==> src/rtl/opseq_pkg.sv <==
package opseq_pkg;

  typedef enum logic [1:0] {
    CLS_RR  = 2'b00,
    CLS_MR  = 2'b01,
    CLS_RM  = 2'b10,
    CLS_RMW = 2'b11
  } op_class_e;

  typedef enum logic [2:0] {
    PASS_RR    = 3'd0,
    PASS_RM    = 3'd1,
    PASS_ADDR  = 3'd2,
    PASS_LOAD  = 3'd3,
    PASS_STORE = 3'd4
  } pass_e;

  function automatic pass_e first_pass(op_class_e cls);
    case (cls)
      CLS_RR:  return PASS_RR;
      CLS_RM:  return PASS_RM;
      default: return PASS_ADDR;
    endcase
  endfunction

  function automatic pass_e next_pass(op_class_e cls, pass_e cur);
    case (cur)
      PASS_ADDR: return PASS_LOAD;
      PASS_LOAD: return (cls == CLS_RMW) ? PASS_STORE : PASS_LOAD;
      default:   return cur;
    endcase
  endfunction

  function automatic logic is_last_pass(op_class_e cls, pass_e cur);
    case (cur)
      PASS_RR, PASS_RM, PASS_STORE: return 1'b1;
      PASS_LOAD:                    return cls == CLS_MR;
      default:                      return 1'b0;
    endcase
  endfunction

endpackage

==> src/rtl/opseq_front.sv <==
module opseq_front
  import opseq_pkg::*;
#(
  parameter int TAG_W = 4
) (
  input  logic             clk_i,
  input  logic             rst_ni,
  input  logic             instr_valid_i,
  input  op_class_e        instr_class_i,
  input  logic [TAG_W-1:0] instr_tag_i,
  input  logic             rd_valid_i,
  output logic             ready_o,
  output logic             hand_vld_o,
  output pass_e            hand_pass_o,
  output logic [TAG_W-1:0] hand_tag_o,
  output logic             ds_en_o,
  output logic             oc_en_o,
  output logic             rd_req_o
);

  logic             s1_vld_q;
  op_class_e        s1_cls_q;
  pass_e            s1_pass_q;
  logic [TAG_W-1:0] s1_tag_q;

  logic is_load, stall, advance, last, take;

  assign is_load = s1_vld_q && (s1_pass_q == PASS_LOAD);
  assign stall   = is_load && !rd_valid_i;
  assign advance = s1_vld_q && !stall;
  assign last    = is_last_pass(s1_cls_q, s1_pass_q);
  assign ready_o = !s1_vld_q || (advance && last);
  assign take    = ready_o && instr_valid_i;

  always_ff @(posedge clk_i or negedge rst_ni) begin
    if (!rst_ni) begin
      s1_vld_q  <= 1'b0;
      s1_cls_q  <= CLS_RR;
      s1_pass_q <= PASS_RR;
      s1_tag_q  <= '0;
    end else if (take) begin
      s1_vld_q  <= 1'b1;
      s1_cls_q  <= instr_class_i;
      s1_pass_q <= first_pass(instr_class_i);
      s1_tag_q  <= instr_tag_i;
    end else if (advance) begin
      if (last) s1_vld_q <= 1'b0;
      else      s1_pass_q <= next_pass(s1_cls_q, s1_pass_q);
    end
  end

  assign hand_vld_o  = advance;
  assign hand_pass_o = s1_pass_q;
  assign hand_tag_o  = s1_tag_q;

  always_comb begin
    ds_en_o  = 1'b0;
    oc_en_o  = 1'b0;
    rd_req_o = 1'b0;
    if (s1_vld_q) begin
      case (s1_pass_q)
        PASS_RR, PASS_RM: begin
          ds_en_o = 1'b1;
          oc_en_o = 1'b1;
        end
        PASS_ADDR, PASS_STORE: ds_en_o = 1'b1;
        PASS_LOAD: begin
          rd_req_o = 1'b1;
          oc_en_o  = rd_valid_i;  // register operand taken with memory data
        end
        default: ;
      endcase
    end
  end

endmodule

==> src/rtl/opseq_back.sv <==
module opseq_back
  import opseq_pkg::*;
#(
  parameter int TAG_W = 4
) (
  input  logic             clk_i,
  input  logic             rst_ni,
  input  logic             hand_vld_i,
  input  pass_e            hand_pass_i,
  input  logic [TAG_W-1:0] hand_tag_i,
  output logic             ag_en_o,
  output logic             ex_en_o,
  output logic             wr_req_o,
  output logic [TAG_W-1:0] ex_tag_o
);

  logic             s2_vld_q;
  pass_e            s2_pass_q;
  logic [TAG_W-1:0] s2_tag_q;

  always_ff @(posedge clk_i or negedge rst_ni) begin
    if (!rst_ni) begin
      s2_vld_q  <= 1'b0;
      s2_pass_q <= PASS_RR;
      s2_tag_q  <= '0;
    end else begin
      s2_vld_q <= hand_vld_i;
      if (hand_vld_i) begin
        s2_pass_q <= hand_pass_i;
        s2_tag_q  <= hand_tag_i;
      end
    end
  end

  always_comb begin
    ag_en_o  = 1'b0;
    ex_en_o  = 1'b0;
    wr_req_o = 1'b0;
    if (s2_vld_q) begin
      case (s2_pass_q)
        PASS_RR, PASS_LOAD: ex_en_o = 1'b1;
        PASS_RM: begin
          ag_en_o  = 1'b1;
          ex_en_o  = 1'b1;
          wr_req_o = 1'b1;
        end
        PASS_ADDR: ag_en_o = 1'b1;
        PASS_STORE: begin
          ag_en_o  = 1'b1;
          wr_req_o = 1'b1;
        end
        default: ;
      endcase
    end
  end

  assign ex_tag_o = ex_en_o ? s2_tag_q : '0;

endmodule

==> src/rtl/opseq_top.sv <==
module opseq_top
  import opseq_pkg::*;
#(
  parameter int TAG_W = 4
) (
  input  logic             clk_i,
  input  logic             rst_ni,
  input  logic             instr_valid_i,
  input  logic [1:0]       instr_class_i,
  input  logic [TAG_W-1:0] instr_tag_i,
  input  logic             rd_valid_i,
  output logic             ready_o,
  output logic             ds_en_o,
  output logic             oc_en_o,
  output logic             ag_en_o,
  output logic             ex_en_o,
  output logic             rd_req_o,
  output logic             wr_req_o,
  output logic [TAG_W-1:0] ex_tag_o
);

  logic             hand_vld;
  pass_e            hand_pass;
  logic [TAG_W-1:0] hand_tag;

  opseq_front #(.TAG_W(TAG_W)) i_front (
    .clk_i         (clk_i),
    .rst_ni        (rst_ni),
    .instr_valid_i (instr_valid_i),
    .instr_class_i (op_class_e'(instr_class_i)),
    .instr_tag_i   (instr_tag_i),
    .rd_valid_i    (rd_valid_i),
    .ready_o       (ready_o),
    .hand_vld_o    (hand_vld),
    .hand_pass_o   (hand_pass),
    .hand_tag_o    (hand_tag),
    .ds_en_o       (ds_en_o),
    .oc_en_o       (oc_en_o),
    .rd_req_o      (rd_req_o)
  );

  opseq_back #(.TAG_W(TAG_W)) i_back (
    .clk_i       (clk_i),
    .rst_ni      (rst_ni),
    .hand_vld_i  (hand_vld),
    .hand_pass_i (hand_pass),
    .hand_tag_i  (hand_tag),
    .ag_en_o     (ag_en_o),
    .ex_en_o     (ex_en_o),
    .wr_req_o    (wr_req_o),
    .ex_tag_o    (ex_tag_o)
  );

endmodule

==> config.mk <==
export PLATFORM = sky130hd
export DESIGN_NAME = opseq_top
export DESIGN_NICKNAME = d
export VERILOG_FILES = /design/src/rtl/opseq_pkg.sv /design/src/rtl/opseq_front.sv /design/src/rtl/opseq_back.sv /design/src/rtl/opseq_top.sv
export SDC_FILE = /design/constraint.sdc
export NUM_CORES = 1
export LEC_CHECK = 0
export BUFFER_PORTS_ARGS = -buffer_cell sky130_fd_sc_hd__buf_2
export CAP_MARGIN = 20
export CORE_MARGIN = 2
export CORE_UTILIZATION = 47
export CTS_CLUSTER_DIAMETER = 200
export DETAILED_ROUTE_END_ITERATION = 10
export PLACE_DENSITY = 0.78
export SLEW_MARGIN = 20
export SYNTH_ARGS = -nofsm -noshare
export SYNTH_HDL_FRONTEND = slang
export SYNTH_SLANG_ARGS = --single-unit
==> constraint.sdc <==
create_clock -name clk_i -period 1.3 [get_ports clk_i]
set_input_delay 0.065 -clock clk_i [delete_from_list [all_inputs] [get_ports clk_i]]
set_output_delay 0.065 -clock clk_i [all_outputs]
set_load 0.005 [all_outputs]
# Word level (Yosys, flattened, before mapping)

Cells that the tools add are included.

Muxes and demuxes: 23
Shift-type cells: 0
Order comparisons: 0
Reduce and logical (&&, ||, !) cells: 23
Add/sub/neg operators: 0
Bitwise operators: 0
Divide/modulo/power cells: 0
Eq/ne operators: 12
Multiply operators: 0

Operators by type and width:

| operator           | count |
|---|---|
| $mux 1             | 14 |
| $eq 3x2->1 const B | 4 |
| $mux 3             | 4 |
| $reduce_or 3->1    | 3 |
| $eq 3x1->1 const B | 2 |
| $eq 3x3->1 const B | 2 |
| $logic_not 3->1    | 2 |
| $pmux 3 s2         | 1 |
| $logic_and 1x1->1  | 5 |
| $eq 2x2->1 const B | 2 |
| $mux 4             | 1 |
| $pmux 1 s2         | 2 |
| $pmux 2 s2         | 1 |
| $reduce_bool 2->1  | 2 |
| $reduce_or 2->1    | 2 |
| $reduce_or 4->1    | 1 |
| $logic_not 1->1    | 3 |
| $reduce_and 3->1   | 1 |
| $reduce_bool 3->1  | 1 |
| $eq 2x1->1 const B | 1 |
| $logic_not 2->1    | 1 |
| $ne 2x2->1 const B | 1 |
| $reduce_and 2->1   | 1 |
| $logic_or 1x1->1   | 1 |

Input bits: 10
Latch bits: 0
Bits in registers: 18
RAM bits: 0
Word-level logic and storage cells: 65
ROM bits: 0
Memories: 0

# Longest topological paths before layout

Word-level depth: 10
Gate-level depth with buffers: 5
Mapped depth without buffers: 3

# Cells and area by module

Synthesis repeated with hierarchy kept, for this count alone.

Cell total of the unflattened synthesis: 71
Area, all modules: 922.1 um^2

Modules (own cells, without submodules):

| module      | cells an instance | instances | seq. area each (um^2) | area each (um^2) |
|---|---|---|---|---|
| opseq_front | 44                | 1         | 250.2                 | 528.0 |
| opseq_back  | 27                | 1         | 200.2                 | 394.1 |

# Least setup slack after synthesis

No wires, ideal clock.

Path type: register -> register
Start point: register i_front.s1_pass_q[0] (netlist: i_front.hand_pass_o[0])
End point: register i_front.s1_tag_q[0] (netlist: i_front.hand_tag_o[0])
Setup time: 125 ps
Arrival time: 1298 ps
Stages on the path, launching flop included: 5
Slack: -123 ps
Cell sequence: dfrtp_1 -> and4b_4 -> o211a_1 -> buf_6 -> mux2_4

Cells in the longest elaborated chain, start to end: 8
Elaborated cells between the ends (all ways): 13
Classes of those cells: 3 x eq/ne; 1 x mux; 9 x reduce/logical

RTL lines:

| item                                               | line              | source |
|---|---|---|
| start: declaration                                 | opseq_front.sv:23 | `pass_e s1_pass_q;` |
| start signal: assignment                           | opseq_front.sv:44 | `s1_pass_q <= first_pass(instr_class_i);` |
| start signal: assignment                           | opseq_front.sv:48 | `else s1_pass_q <= next_pass(s1_cls_q, s1_pass_q);` |
| branches (longest 5 deep; another with $eq 3x3->1) | -                 |  |
| $logic_and 1x1->1 (*)                              | opseq_front.sv:32 | `assign ready_o = !s1_vld_q \|\| (advance && last);` |
| $logic_or 1x1->1 (*)                               | opseq_front.sv:32 |  |
| $logic_and 1x1->1 (*)                              | opseq_front.sv:33 | `assign take = ready_o && instr_valid_i;` |
| end signal: assignment                             | opseq_front.sv:45 | `s1_tag_q <= instr_tag_i;` |
| end: declaration                                   | opseq_front.sv:24 | `logic [TAG_W-1:0] s1_tag_q;` |

Every way passes the cells marked *.
A chain may end at the register's enable or synchronous reset.

# Worst setup path after layout

Start point: register i_back.s2_pass_q[1]
End point: output ex_tag_o[3]

Cells in the longest elaborated chain, start to end: 5
Elaborated cells between the ends (all ways): 7
Classes of those cells: 2 x eq/ne; 3 x mux; 2 x reduce/logical

RTL lines:

| item                                 | line             | source |
|---|---|---|
| start: declaration                   | opseq_back.sv:18 | `pass_e s2_pass_q;` |
| start signal: assignment             | opseq_back.sv:29 | `s2_pass_q <= hand_pass_i;` |
| $eq 3x2->1 (tied with other cells)   | opseq_back.sv:40 | `case (s2_pass_q)` |
| $reduce_or 3->1 (no source line) (*) | -                |  |
| $mux 1 (*)                           | opseq_back.sv:40 |  |
| $mux 1 (*)                           | opseq_back.sv:39 | `if (s2_vld_q) begin` |
| $mux 4 (*)                           | opseq_back.sv:57 | `assign ex_tag_o = ex_en_o ? s2_tag_q : '0;` |
| end: declaration                     | opseq_top.sv:19  | `output logic [TAG_W-1:0] ex_tag_o` |

Mark *: on every way between the ends. The rest lies on a longest branch, timed or not.

==> impl_metrics.yaml <==
route:
  wl_um: 2400
  vias_per_cell: 5.36
  vias: 826
  final_antenna_net_count: 0
  wl_per_cell_um: 15.6
  route.detailed.drc: 0
  drt-pass1-iter-count: 4
  drt-initial-drc-count: 15
place:
  gp_congestion: 0.802
  dp_cells: 138
  place_ws_ns: -0.206
  port_buffers: 20
  dp_hpwl_um: 1530
sta:
  setup_viol: 23
  skew_ns: 0.00933
  fmax_mhz: 660
  slew_violations: 0
  hold_viol: 0
  setup_slack_ns: -0.216
  hold_ws_ns: 0.00366
  layout_min_cycle_time_ns: 1.52
  fin_crit_sh_pct: 117
  slew_headroom_pct: 73.7
  rsz0062_at_grt: "yes"
  worst_pin_slew_ns: 0.394
power:
  ir_drop_uv: 1220
  pwr-share-comb_pct: 59.6
  p_seq_share_pct: 30.3
  clkPwrFrac_pct: 10.1
  p_switching_uw: 1220
  power.density_mw_per_mm2: 2390
  p_int_uw: 2280
  leakage_uw: 0.000704
  p_sw_share_pct: 34.8
  total_power_uw: 3500
logic_synthesis:
  ys.flop_type: "dfrtp_1"
  synth.most_common_cell: "dfrtp_1"
  async_flop_share_pct: 100
  ys_warn_count: 0
  synthesis.nets: 89
  ys_ff_latch: 18
  syn_inst: 79
  synthTopCellsByCount: "dfrtp_1 (18), mux2_2 (7), mux2_4 (6)"
  synth_cell_types: 30
  yosys.area.top_type: "dfrtp_1"
  synthTopCellsByArea: "dfrtp_1 (48%), mux2_4 (9.6%), mux2_2 (8.4%)"
  synth_edf_count: 0
  synth_top_area_share_pct: 48.1
  synth_area_um2: 937
  ys_seq_area_share_pct: 48.1
  synth.avg_cell_area_um2: 11.9
status:
  violations: "negative setup slack"
  run_status: "complete, but fails checks"
clock_tree:
  cts_tree: "yes"
  cts_max_path_buffers: 2
  worstSkewPairLatency_ns: 0.30
  cts_inserted_buffers: 3
  cts-root-buf: "clkbuf_4"
  cts_num_sinks: 18
  path_clk_slew_ns: 0.11
  htreeDepth: 1
critical_path:
  max_stage_delay_ns: 0.41
  worst-path-buf-inv: 2
  slowest_stage: "dfrtp_1"
  crit_fanout: 5
  critPathTopFamily: "simple AND/OR/NAND/NOR gates"
  regToRegEndpoint: "i_back.s2_tag_q[2]"
  cp-end-kind: "primary output"
  reg2reg_setup_slack_ns: -0.14
  rr_worst_depth: 5
  cp.required_ns: 1.24
  reg2reg_from: "i_front.hand_pass_o[0]"
  critPathKind: "register to primary output"
  crit_chain: "nor2b_1 -> nor3b_1 -> buf_4 -> and2_4 -> buf_6"
  arrival_ns: 1.45
  start_kind: "register"
worst_hold_path:
  hold_end: "i_front.s1_cls_q[1]"
  hold_path_class: "primary input to register"
  min-delay-start: "instr_class_i[1]"
  holdPathStages: 2
run:
  drv_cap: 0
floorplanning:
  core_mm2: 0.00192
  dieArea_mm2: 0.00237
  die_w_um: 48.7
  start_util_pct: 48.8
  dieHeight_um: 48.7
  rows: 16
  ios: 21
cells_and_area:
  area_growth_pct: 56.3
  instances_no_fill: 154
  n_antenna_cell: 0
  layout.nets: 138
  drive_gt1_share_pct: 63.0
grt:
  grt_pass1_vias: 831
  antenna_found_initial: 0
  grt_pass1_wl_um: 3630
  grt_overflow: 0
  grt_util_all_layers_pct: 20.5
  grt_max_degree: 19
logic make-up (layout without fill, tap and decap cells):
family | after synthesis | after routing | synth area share [%]
buffers and inverters | 7 | 55 | 3.74
AO/OA/AOI/OAI | 15 | 15 | 13.0
multiplexers | 14 | 14 | 19.1
flip-flops | 18 | 18 | 48.1
AND/OR/NAND/NOR | 23 | 23 | 14.3
XOR/XNOR | 2 | 2 | 1.87
routing by layer:
metal	GRT usage [%]	vias up	part of all wire [%]
li1	-	378	-
met3	2.78	6	2.3
met1	23.0	423	42
met2	37.4	19	54
met5	0	-	0
met4	10.5	0	1.6
sequential cells by signal, summed over array words and instances (netlist names):
name,cells
i_back.s2_vld_q,1
i_front.s1_vld_q,1
i_front.hand_tag_o,4
i_front.s1_cls_q,2
i_back.s2_pass_q,3
i_back.s2_tag_q,4
i_front.hand_pass_o,3
through the flow:
step / setup TNS (ns) / instance area, um2 / util [%]
global route: -4.13 / 1470 / 76.2
CTS: -2.77 / 1390 / 72.1
floorplan: -1.09 / 945 / -
finish: -2.81 / 1470 / 76.2
detailed placement: -2.07 / 1180 / 61.4
global placement: -1.52 / 1180 / 61.4
layout by cell type (no fill, tap or decap), types with 2 or more instances in the layout:
cell type	n
buf_2	16
dfrtp_1	14
buf_4	13
mux2_4	11
buf_6	10
dlygate4sd3_1	6
nand2_1	5
inv_1	4
dfrtp_2	4
and2_4	3
clkbuf_4	3
nor2b_1	2
a21oi_1	2
nor2_1	2
o21a_1	2
mux2_2	2
final cells by class:
type	instances	area (um2)
tap	27	33.8
inverter	5	18.8
sequential	18	455
multi-input combinational	54	551
fill	127	457
clock buffer	4	36.3
timing repair buffer	46	370
how the worst max path moves through the flow:
stage / start / to / slack (ns) / depth (start not counted)
final: i_back.s2_pass_q[1] / ex_tag_o[3] / -0.22 / 5
after global routing: i_back.s2_pass_q[1] / ex_tag_o[3] / -0.27 / 5
after CTS: i_back.s2_pass_q[1] / ex_tag_o[2] / -0.21 / 5
after detailed placement: i_front.s1_cls_q[1] / i_front.s1_cls_q[1] / -0.21 / 3
after global placement: i_front.s1_cls_q[1] / i_front.hand_tag_o[1] / -0.16 / 3
after floorplan: i_front.s1_cls_q[1] / i_front.hand_tag_o[0] / -0.1 / 4
worst reg2reg max path: cells and delay by family (launching register included):
kind / cells / cell delay (ns)
DFF: 1 / 0.43
AOI/OAI and AO/OA: 1 / 0.21
muxes: 1 / 0.34
and+or+nand+nor: 1 / 0.05
buffers and inverters: 2 / 0.30
repair_timing:
item | CTS | global route
gates resized for setup | 22 | 14
hold buffers | 6 | 0
endpoints found under the setup margin | 26 | 27
buffers inserted | 4 | 2
pin swaps | 6 | 6
hold endpoints to repair | 23 | 0
power groups by stage:
stage | Sequential [uW] | Combinational (uW) | Clock, uW
after floorplan | 993 | 871 | 0
after global placement | 1010 | 1430 | 0
final | 1060 | 2090 | 353
after CTS | 1020 | 1860 | 357
after detailed placement | 1030 | 1480 | 0
after global routing | 1090 | 2220 | 377
(Power assumes the default switching activity.)
